## src/rtl/ser_pkg.sv

```systemverilog
`timescale 1ns/1ps
package ser_pkg;
  typedef enum logic [1:0] {
    PAT_DATA  = 2'b00,
    PAT_FRAME = 2'b01,
    PAT_SYNC  = 2'b10,
    PAT_DATA2 = 2'b11
  } pat_e;
endpackage

```

## src/rtl/ser_timing.sv

```systemverilog
`timescale 1ns/1ps
module ser_timing #(
  parameter int WIDTH = 12
) (
  input  logic clk,
  input  logic rst,
  output logic load_o,
  output logic run_o,
  output logic clk6_o,
  output logic frame_o
);
  localparam int CW = $clog2(WIDTH);
  localparam int HALF = WIDTH / 2;

  logic [CW-1:0] slot_q;
  logic          run_q;

  assign load_o = !run_q || (slot_q == CW'(WIDTH - 1));

  always_ff @(posedge clk) begin
    if (rst) begin
      slot_q <= '0;
      run_q  <= 1'b0;
    end else if (load_o) begin
      slot_q <= '0;
      run_q  <= 1'b1;
    end else begin
      slot_q <= slot_q + 1'b1;
    end
  end

  assign run_o   = run_q;
  assign clk6_o  = run_q && !slot_q[0];
  assign frame_o = run_q && (slot_q < CW'(HALF));


  run_stays_chk: assert property (@(posedge clk) disable iff (rst)
    run_q |=> run_q);

  frame_on_clk6_chk: assert property (@(posedge clk) disable iff (rst)
    $rose(frame_o) |-> $rose(clk6_o));
endmodule

```

## src/rtl/ser_ingress.sv

```systemverilog
`timescale 1ns/1ps
module ser_ingress #(
  parameter int BITS = 96
) (
  input  logic            clk,
  input  logic            rst,
  input  logic            load_i,
  input  logic            data_mode_i,
  input  logic            in_valid,
  output logic            in_ready,
  input  logic [BITS-1:0] in_data,
  output logic            held_o,
  output logic [BITS-1:0] word_o
);
  logic            full_q;
  logic [BITS-1:0] word_q;
  logic            take;
  logic            accept;

  assign take   = load_i && data_mode_i && full_q;
  assign accept = in_valid && !full_q;

  always_ff @(posedge clk) begin
    if (rst) begin
      full_q <= 1'b0;
      word_q <= '0;
    end else begin
      if (accept) begin
        full_q <= 1'b1;
        word_q <= in_data;
      end else if (take) begin
        full_q <= 1'b0;
      end
    end
  end

  assign in_ready = !full_q;
  assign held_o   = full_q;
  assign word_o   = word_q;


  accept_fills_chk: assert property (@(posedge clk) disable iff (rst)
    (in_valid && in_ready) |=> !in_ready);

  hold_kept_chk: assert property (@(posedge clk) disable iff (rst)
    (full_q && !(load_i && data_mode_i)) |=> (full_q && $stable(word_q)));
endmodule

```

## src/rtl/ser_lane.sv

```systemverilog
`timescale 1ns/1ps
module ser_lane
  import ser_pkg::*;
#(
  parameter int WIDTH = 12
) (
  input  logic             clk,
  input  logic             rst,
  input  logic             load_i,
  input  logic             run_i,
  input  logic             msb_first_i,
  input  pat_e             pat_i,
  input  logic             held_i,
  input  logic [WIDTH-1:0] word_i,
  output logic             ser_o
);
  logic [WIDTH-1:0] sh_q;
  logic [WIDTH-1:0] next_w;
  logic [WIDTH-1:0] frame_pat;
  logic [WIDTH-1:0] sync_pat;
  logic [WIDTH-1:0] rev_w;

  for (genvar b = 0; b < WIDTH; b++) begin : g_pat
    assign frame_pat[b] = (b >= WIDTH / 2);
    assign sync_pat[b]  = ((b % 2) == ((WIDTH - 1) % 2));
    assign rev_w[b]     = word_i[WIDTH - 1 - b];
  end

  always_comb begin
    unique case (pat_i)
      PAT_FRAME: next_w = frame_pat;
      PAT_SYNC:  next_w = sync_pat;
      default:   next_w = held_i ? (msb_first_i ? word_i : rev_w) : '0;
    endcase
  end

  always_ff @(posedge clk) begin
    if (rst)         sh_q <= '0;
    else if (load_i) sh_q <= next_w;
    else             sh_q <= {sh_q[WIDTH-2:0], 1'b0};
  end

  assign ser_o = run_i && sh_q[WIDTH-1];


  frame_first_chk: assert property (@(posedge clk) disable iff (rst)
    (load_i && pat_i == PAT_FRAME) |=> ser_o);
endmodule

```

## src/rtl/ddr_lane_serializer.sv

```systemverilog
`timescale 1ns/1ps
module ddr_lane_serializer
  import ser_pkg::*;
#(
  parameter int LANES = 8,
  parameter int WIDTH = 12
) (
  input  logic                   clk,
  input  logic                   rst,
  input  logic                   in_valid,
  output logic                   in_ready,
  input  logic [LANES*WIDTH-1:0] in_data,
  input  logic                   msb_first,
  input  logic [1:0]             pat_sel,
  output logic [LANES-1:0]       lane_o,
  output logic                   clk6_o,
  output logic                   frame_o
);
  localparam int BITS = LANES * WIDTH;

  logic            load;
  logic            run;
  logic            held;
  logic            data_mode;
  logic [BITS-1:0] word;
  pat_e            pat;

  assign pat       = pat_e'(pat_sel);
  assign data_mode = (pat == PAT_DATA) || (pat == PAT_DATA2);

  ser_timing #(.WIDTH(WIDTH)) u_timing (
    .clk(clk), .rst(rst), .load_o(load), .run_o(run),
    .clk6_o(clk6_o), .frame_o(frame_o)
  );

  ser_ingress #(.BITS(BITS)) u_ingress (
    .clk(clk), .rst(rst), .load_i(load), .data_mode_i(data_mode),
    .in_valid(in_valid), .in_ready(in_ready), .in_data(in_data),
    .held_o(held), .word_o(word)
  );

  for (genvar i = 0; i < LANES; i++) begin : g_lane
    ser_lane #(.WIDTH(WIDTH)) u_lane (
      .clk(clk), .rst(rst), .load_i(load), .run_i(run),
      .msb_first_i(msb_first), .pat_i(pat), .held_i(held),
      .word_i(word[i*WIDTH +: WIDTH]), .ser_o(lane_o[i])
    );
  end


  idle_low_chk: assert property (@(posedge clk)
    rst |=> (lane_o == '0 && !clk6_o && !frame_o));
endmodule

```

## config.mk

```make
export PLATFORM = sky130hd
export DESIGN_NAME = ddr_lane_serializer
export DESIGN_NICKNAME = d
export VERILOG_FILES = /design/src/rtl/ser_pkg.sv /design/src/rtl/ser_timing.sv /design/src/rtl/ser_ingress.sv /design/src/rtl/ser_lane.sv /design/src/rtl/ddr_lane_serializer.sv
export SDC_FILE = /design/constraint.sdc
export NUM_CORES = 1
export LEC_CHECK = 0
export BUFFER_PORTS_ARGS = -buffer_cell sky130_fd_sc_hd__buf_2
export CAP_MARGIN = 25
export CORE_MARGIN = 3
export CORE_UTILIZATION = 52
export DETAILED_ROUTE_END_ITERATION = 10
export PLACE_DENSITY = 0.86
export SKIP_CTS_REPAIR_TIMING = 1
export SYNTH_ARGS = -nofsm -noshare
export SYNTH_HDL_FRONTEND = slang
export SYNTH_SLANG_ARGS = --single-unit
```

## constraint.sdc

```tcl
create_clock -name clk -period 1.7 [get_ports clk]
set_clock_uncertainty 0.2 [all_clocks]
set_input_delay 0.17 -clock clk [delete_from_list [all_inputs] [get_ports clk]]
set_output_delay 0.17 -clock clk [all_outputs]
set_load 0.01 [all_outputs]
```

Word level (Yosys, flattened, before mapping)
Cells that the tools add are included.

storage, ports and cells
  flip-flop bits (word level) = 198
  input bits = 102
  output and inout bits = 11
  word-level logic and storage cells = 83

operators by class
  $add $sub $neg = 1
  $lt $le $gt $ge = 1
  equality and inequality tests = 4
  multiplexer cells = 34
  bitwise gates (word level) = 1
  reductions and logical operators = 22

operators by type and width
  kind                                                                          count
  12-bit 2-to-1 mux                                                             24
  12-bit case mux with 2 select lines                                           8
  1-bit logical AND                                                             13
  4-bit by 1-bit adder with 4-bit output, second input constant                 1
  2-bit == test, second input constant                                          2
  4-bit == test, second input constant                                          1
  4-bit by 3-bit less-than comparator with 1-bit output, second input constant  1
  2-bit OR reduction                                                            2
  1-bit logical NOT                                                             3
  2-bit by 1-bit == test with 1-bit output, second input constant               1
  2-bit logical NOT                                                             1
  1-bit logical OR                                                              2
  1-bit 2-to-1 mux                                                              2
  2-bit nonzero test                                                            1
  1-bit NOT                                                                     1

Logic depth before layout (Yosys ltp)
  depth after elaboration = 6
  gate-level depth with buffers = 8
  mapped depth without buffers = 5

By module
From an unflattened synthesis, not the netlist that was laid out.

unflattened totals
  cells, all modules = 967
  area, all modules = 9552.9 um2

modules (own cells, without submodules)
  module               times used  cells each  area an instance (um2)  sequential area each (um2)
  ser_lane             8           63          599.3                   240.2
  ser_ingress          1           441         4555.6                  1941.9
  ser_timing           1           21          193.9                   100.1
  ddr_lane_serializer  1           1           8.8                     0.0

Least setup slack after synthesis
Ideal clock, no wire load.

  path kind = reg2reg
  start = reg u_timing.slot_q[0]
  end = reg g_lane[0].u_lane.sh_q[2]
  setup time = 0.084 ns
  arrival = 1.422 ns
  required time = 1.416 ns
  slack = -0.007 ns
  cell stages (with the launch flop) = 8
  buffers on the path = 3
  period minus slack after synthesis = 1.707 ns
  path through = dfxtp_1 ha_1 nand3b_4 and2_1 buf_6 buf_6 buf_6 o31ai_2

between the ends
  cells in the longest elaborated chain, start to end = 3

RTL lines
  item                    line              source
  from (decl)             ser_timing.sv:15  logic [CW-1:0] slot_q;
  from (signal assigned)  ser_timing.sv:28  slot_q <= slot_q + 1'b1;
  4-bit == test           ser_timing.sv:18  assign load_o = !run_q || (slot_q == CW'(WIDTH - 1));
  1-bit logical OR        ser_timing.sv:18
  12-bit 2-to-1 mux       ser_lane.sv:39    else if (load_i) sh_q <= next_w;
  to (signal assigned)    ser_lane.sv:39
  to (signal assigned)    ser_lane.sv:40    else sh_q <= {sh_q[WIDTH-2:0], 1'b0};
  to (decl)               ser_lane.sv:17    logic [WIDTH-1:0] sh_q;

Every way passes these cells.
A chain may end at the register's enable or synchronous reset.

Final worst setup path
  start = reg u_timing.slot_q[1]
  end = reg g_lane[5].u_lane.sh_q[1]

between the ends
  cells in the longest elaborated chain, start to end = 3

RTL lines
  item                  line
  4-bit == test         ser_timing.sv:18
  1-bit logical OR      ser_timing.sv:18
  12-bit 2-to-1 mux     ser_lane.sv:39
  to (signal assigned)  ser_lane.sv:39
  to (signal assigned)  ser_lane.sv:40
  to (decl)             ser_lane.sv:17

Every way passes these cells.

==> summary.md <==
| Metric | Value |
|---|---|
| Setup TNS | `-3136 ps` |
| Final core occ | `70.79%` |
| Core area | `15940 sq um` |
| Worst vdd ir | `0.8121 mV` |
| Pwr dens | `953.2 nW/um^2` |
| Worst Setup End Kind | `register` |
| Max Fclk | `0.5418 GHz` |
| Yosys warns | `0` |
| Non-filler cells, final | `1392` |
| Root buffer cell | `clkbuf_16` |
| Area growth from synthesis to layout | `32.76%` |
| Vias in the first global route | `6878` |
| Comb power frac | `14.2%` |
| Slew headroom | `69.47%` |
| Die area | `17920 sq um` |
| Clock-pin slew on the worst setup and hold paths | `70 ps` |
| Initial antenna violation count | `0` |
| Global-route wire length before repair | `33910 um` |
| Distinct cells, synth | `33` |
| Unrepaired setup endpoints after global routing | `yes` |
| Final setup vio count | `36` |
| R2R Path Start | `u_timing.slot_q[1]` |
| Die Span Y | `133.9 um` |
| WL/cell | `17.36 um` |
| Pint | `8.047 mW` |
| Count of state elements after synthesis | `198` |
| Status | `finished, violations left` |
| DR pass1 iterations | `6` |
| Flop pwr share | `47.0%` |
| DRT iter0 DRCs | `792` |
| Area occupied by multi-input gates | `3951 sq um` |
| DRC errors left | `0` |
| Hold Path Origin | `msb_first` |
| Crit-path slowest cell | `dfxtp_2` |
| Initial cell density of the core | `53.32%` |
| GR Util All Layers | `23.37%` |
| Switching Share | `25.20%` |
| Most used cell, CP | `buf_8` |
| Ant. Diodes | `0` |
| Fillers | `1048` |
| Final period utilization | `108.6%` |
| IO buf count | `112` |
| CP bufs+invs | `3` |
| Clk_lat worst skew | `440 ps` |
| Syn_nets | `1074` |
| Layout Nets | `1269` |
| Final Power | `10.76 mW` |
| H-tree Lvls | `4` |
| Vias per cell | `5.585` |
| Post-route ant nets | `0` |
| CP max stage delay | `370 ps` |
| Synth Cell Area | `8501 sq um` |
| Placer's final routability congestion estimate | `0.8171` |
| Sequential share of the synthesized area | `46.63%` |
| Sw Pwr | `2.711 mW` |
| Crit path arrival time | `1960 ps` |
| Die width | `133.9 um` |
| Mean post-synth cell area | `8.773 sq um` |
| Bufs on Longest Clock Path | `2` |
| WL final | `24160 um` |
| Type of element launching the critical path | `register` |
| Largest net degree at the start of global routing | `95` |
| DP HPWL | `13580 um` |
| Global route overflow | `0` |
| Final max-slew violation count | `0` |
| Hold Slack | `-6.918 ps` |
| Least-Margin Pin Slew | `457.9 ps` |
| Layout cells sized above 1 | `28.06%` |
| Clock share of power | `38.8%` |
| Crit-path max FO | `6` |
| Rows | `46` |
| Crit path required time | `1810 ps` |
| DP Cell Count | `1251` |
| Setup CP Type | `register to register` |
| Total number of vias | `7774` |
| Crit-path cells | `ha_4, nand3b_4, buf_8, a22oi_2, buf_4, buf_8, a221oi_2` |
| Fin. Hold Viols | `1` |
| Final setup margin | `-145.8 ps` |
| Critical Path Source | `u_timing.slot_q[1]` |
| I/O pin count | `113` |
| Maxcap violations | `0` |
| Failing checks | `negative hold slack, negative setup slack` |
| Hold Path Class | `primary input to register` |
| DP Area | `9366 sq um` |
| TritonCTS clock tree | `done` |
| Sequential cell area | `3970 sq um` |
| Mapped Cells | `969` |
| Delay-heaviest family, CP | `buffers and inverters` |
| Period minus WS final | `1846 ps` |
| Finished Cell Area | `11290 sq um` |
| Total CTS buffers | `17` |
| Clock Sinks | `198` |
| Leakage Power | `4.523 nW` |
==> state kept, by name, summed over array words and instances, names as in the netlist <==
register / cells
g_lane.u_lane.sh_q: 96
u_timing.slot_q: 4
u_timing.run_o: 1
u_ingress.held_o: 1
u_ingress.word_o: 96
==> power groups by stage <==
stage	clock [mW]	combinational, mW	sequential [mW]
6_report	4.17	1.53	5.06
5_1_grt	4.37	1.65	5.08
4_1_cts	4.19	1.23	5.05
3_5_place_dp	0	1.21	5.15
3_3_place_gp	0	1.18	5.13
2_1_floorplan	0	0.828	5.09
==> synth_stat cells <==
cell type | instances | area share [%]
nand2_1 | 265 | 12
dfxtp_1 | 198 | 47
a21oi_1 | 98 | 5.8
inv_1 | 76 | 3.4
mux2_2 | 72 | 9.5
a221oi_1 | 64 | 6.6
clkbuf_1 | 35 | 1.5
buf_2 | 33 | 1.9
mux2i_1 | 24 | 2.8
nand4_1 | 16 | 1.2
buf_4 | 15 | 1.3
and2_1 | 10 | 0.74
o31ai_2 | 10 | 1.5
nor2_1 | 9 | 0.40
a221oi_2 | 8 | 1.4
buf_6 | 7 | 0.93
o31ai_1 | 6 | 0.53
ha_1 | 3 | 0.44
nor3_1 | 3 | 0.18
buf_1 | 2 | 0.088
nand2b_1 | 2 | 0.15
nor2b_1 | 2 | 0.15
a211oi_1 | 1 | 0.088
a21o_1 | 1 | 0.088
a22oi_1 | 1 | 0.088
a22oi_2 | 1 | 0.15
and3_1 | 1 | 0.074
clkinv_1 | 1 | 0.044
nand3_1 | 1 | 0.059
nand3b_1 | 1 | 0.088
nand3b_4 | 1 | 0.24
xnor2_1 | 1 | 0.10
xor2_1 | 1 | 0.10
==> placed cells by master (no fill, tap or decap), types with 3 or more instances in the layout <==
cell,instances
nand2_1,265
dfxtp_2,5
clkbuf_16,17
bufinv_16,3
inv_1,76
a21oi_1,96
and2_4,4
buf_12,12
nor3_1,3
mux2_2,72
a221oi_1,42
buf_4,39
o31ai_2,10
nor2_1,9
mux2i_1,24
dfxtp_1,193
dlygate4sd3_1,98
a221oi_2,30
nand4_1,16
buf_6,8
buf_2,107
o31ai_1,6
buf_8,4
and2_1,5
==> worst paths after layout <==
check                                   to  slack, ps  cells past startpoint
setup / recovery  g_lane[5].u_lane.sh_q[1]       -150                      7
hold / removal    g_lane[5].u_lane.sh_q[0]         -7                      3
setup reg to reg  g_lane[5].u_lane.sh_q[1]       -150                      7
hold reg to reg   g_lane[6].u_lane.sh_q[6]        240                      2
==> worst reg2reg max path, stage by stage (launching register included) <==
cell	delay, ps
dfxtp_2	370
ha_4	170
nand3b_4	120
buf_8	160
a22oi_2	300
buf_4	190
buf_8	130
a221oi_2	70
==> metrics by stage <==
step | setup slack (ps) | hold WS (ps)
after floorplan | 7.605 | 106.0
after global placement | 31.21 | 214.5
after detailed placement | -64.83 | 217.7
after CTS | -228.2 | -247.6
after global routing | -172.5 | 18.72
final | -145.8 | -6.918
==> cell type report <==
| type | instances | area share (%) |
|---|---|---|
| flip-flops and latches | 198 | 35.18 |
| clock buffers | 21 | 4.080 |
| multi-input cells | 602 | 35.01 |
| inverters | 77 | 2.561 |
| repair buffers | 268 | 19.49 |
| well taps | 216 | 2.395 |
| clock inverters | 10 | 1.286 |
==> cell families after synthesis <==
group,share of synthesized area (%)
flip-flops,46.63
buffers and inverters,9.229
XOR/XNOR,0.2061
adder cells (fa/ha/maj),0.4416
AO/OA/AOI/OAI,16.19
AND/OR/NAND/NOR,14.94
multiplexers,12.36
==> layer usage <==
metal / up-vias / track usage [%] / wire length, um
met5: - / 0 / 0
met4: 0 / 6.571 / 746
met3: 60 / 5.664 / 1451
met2: 323 / 39.58 / 12340
met1: 3728 / 29.88 / 9619
li1: 3663 / - / -
Note: power is estimated with default switching activity, not from simulation.
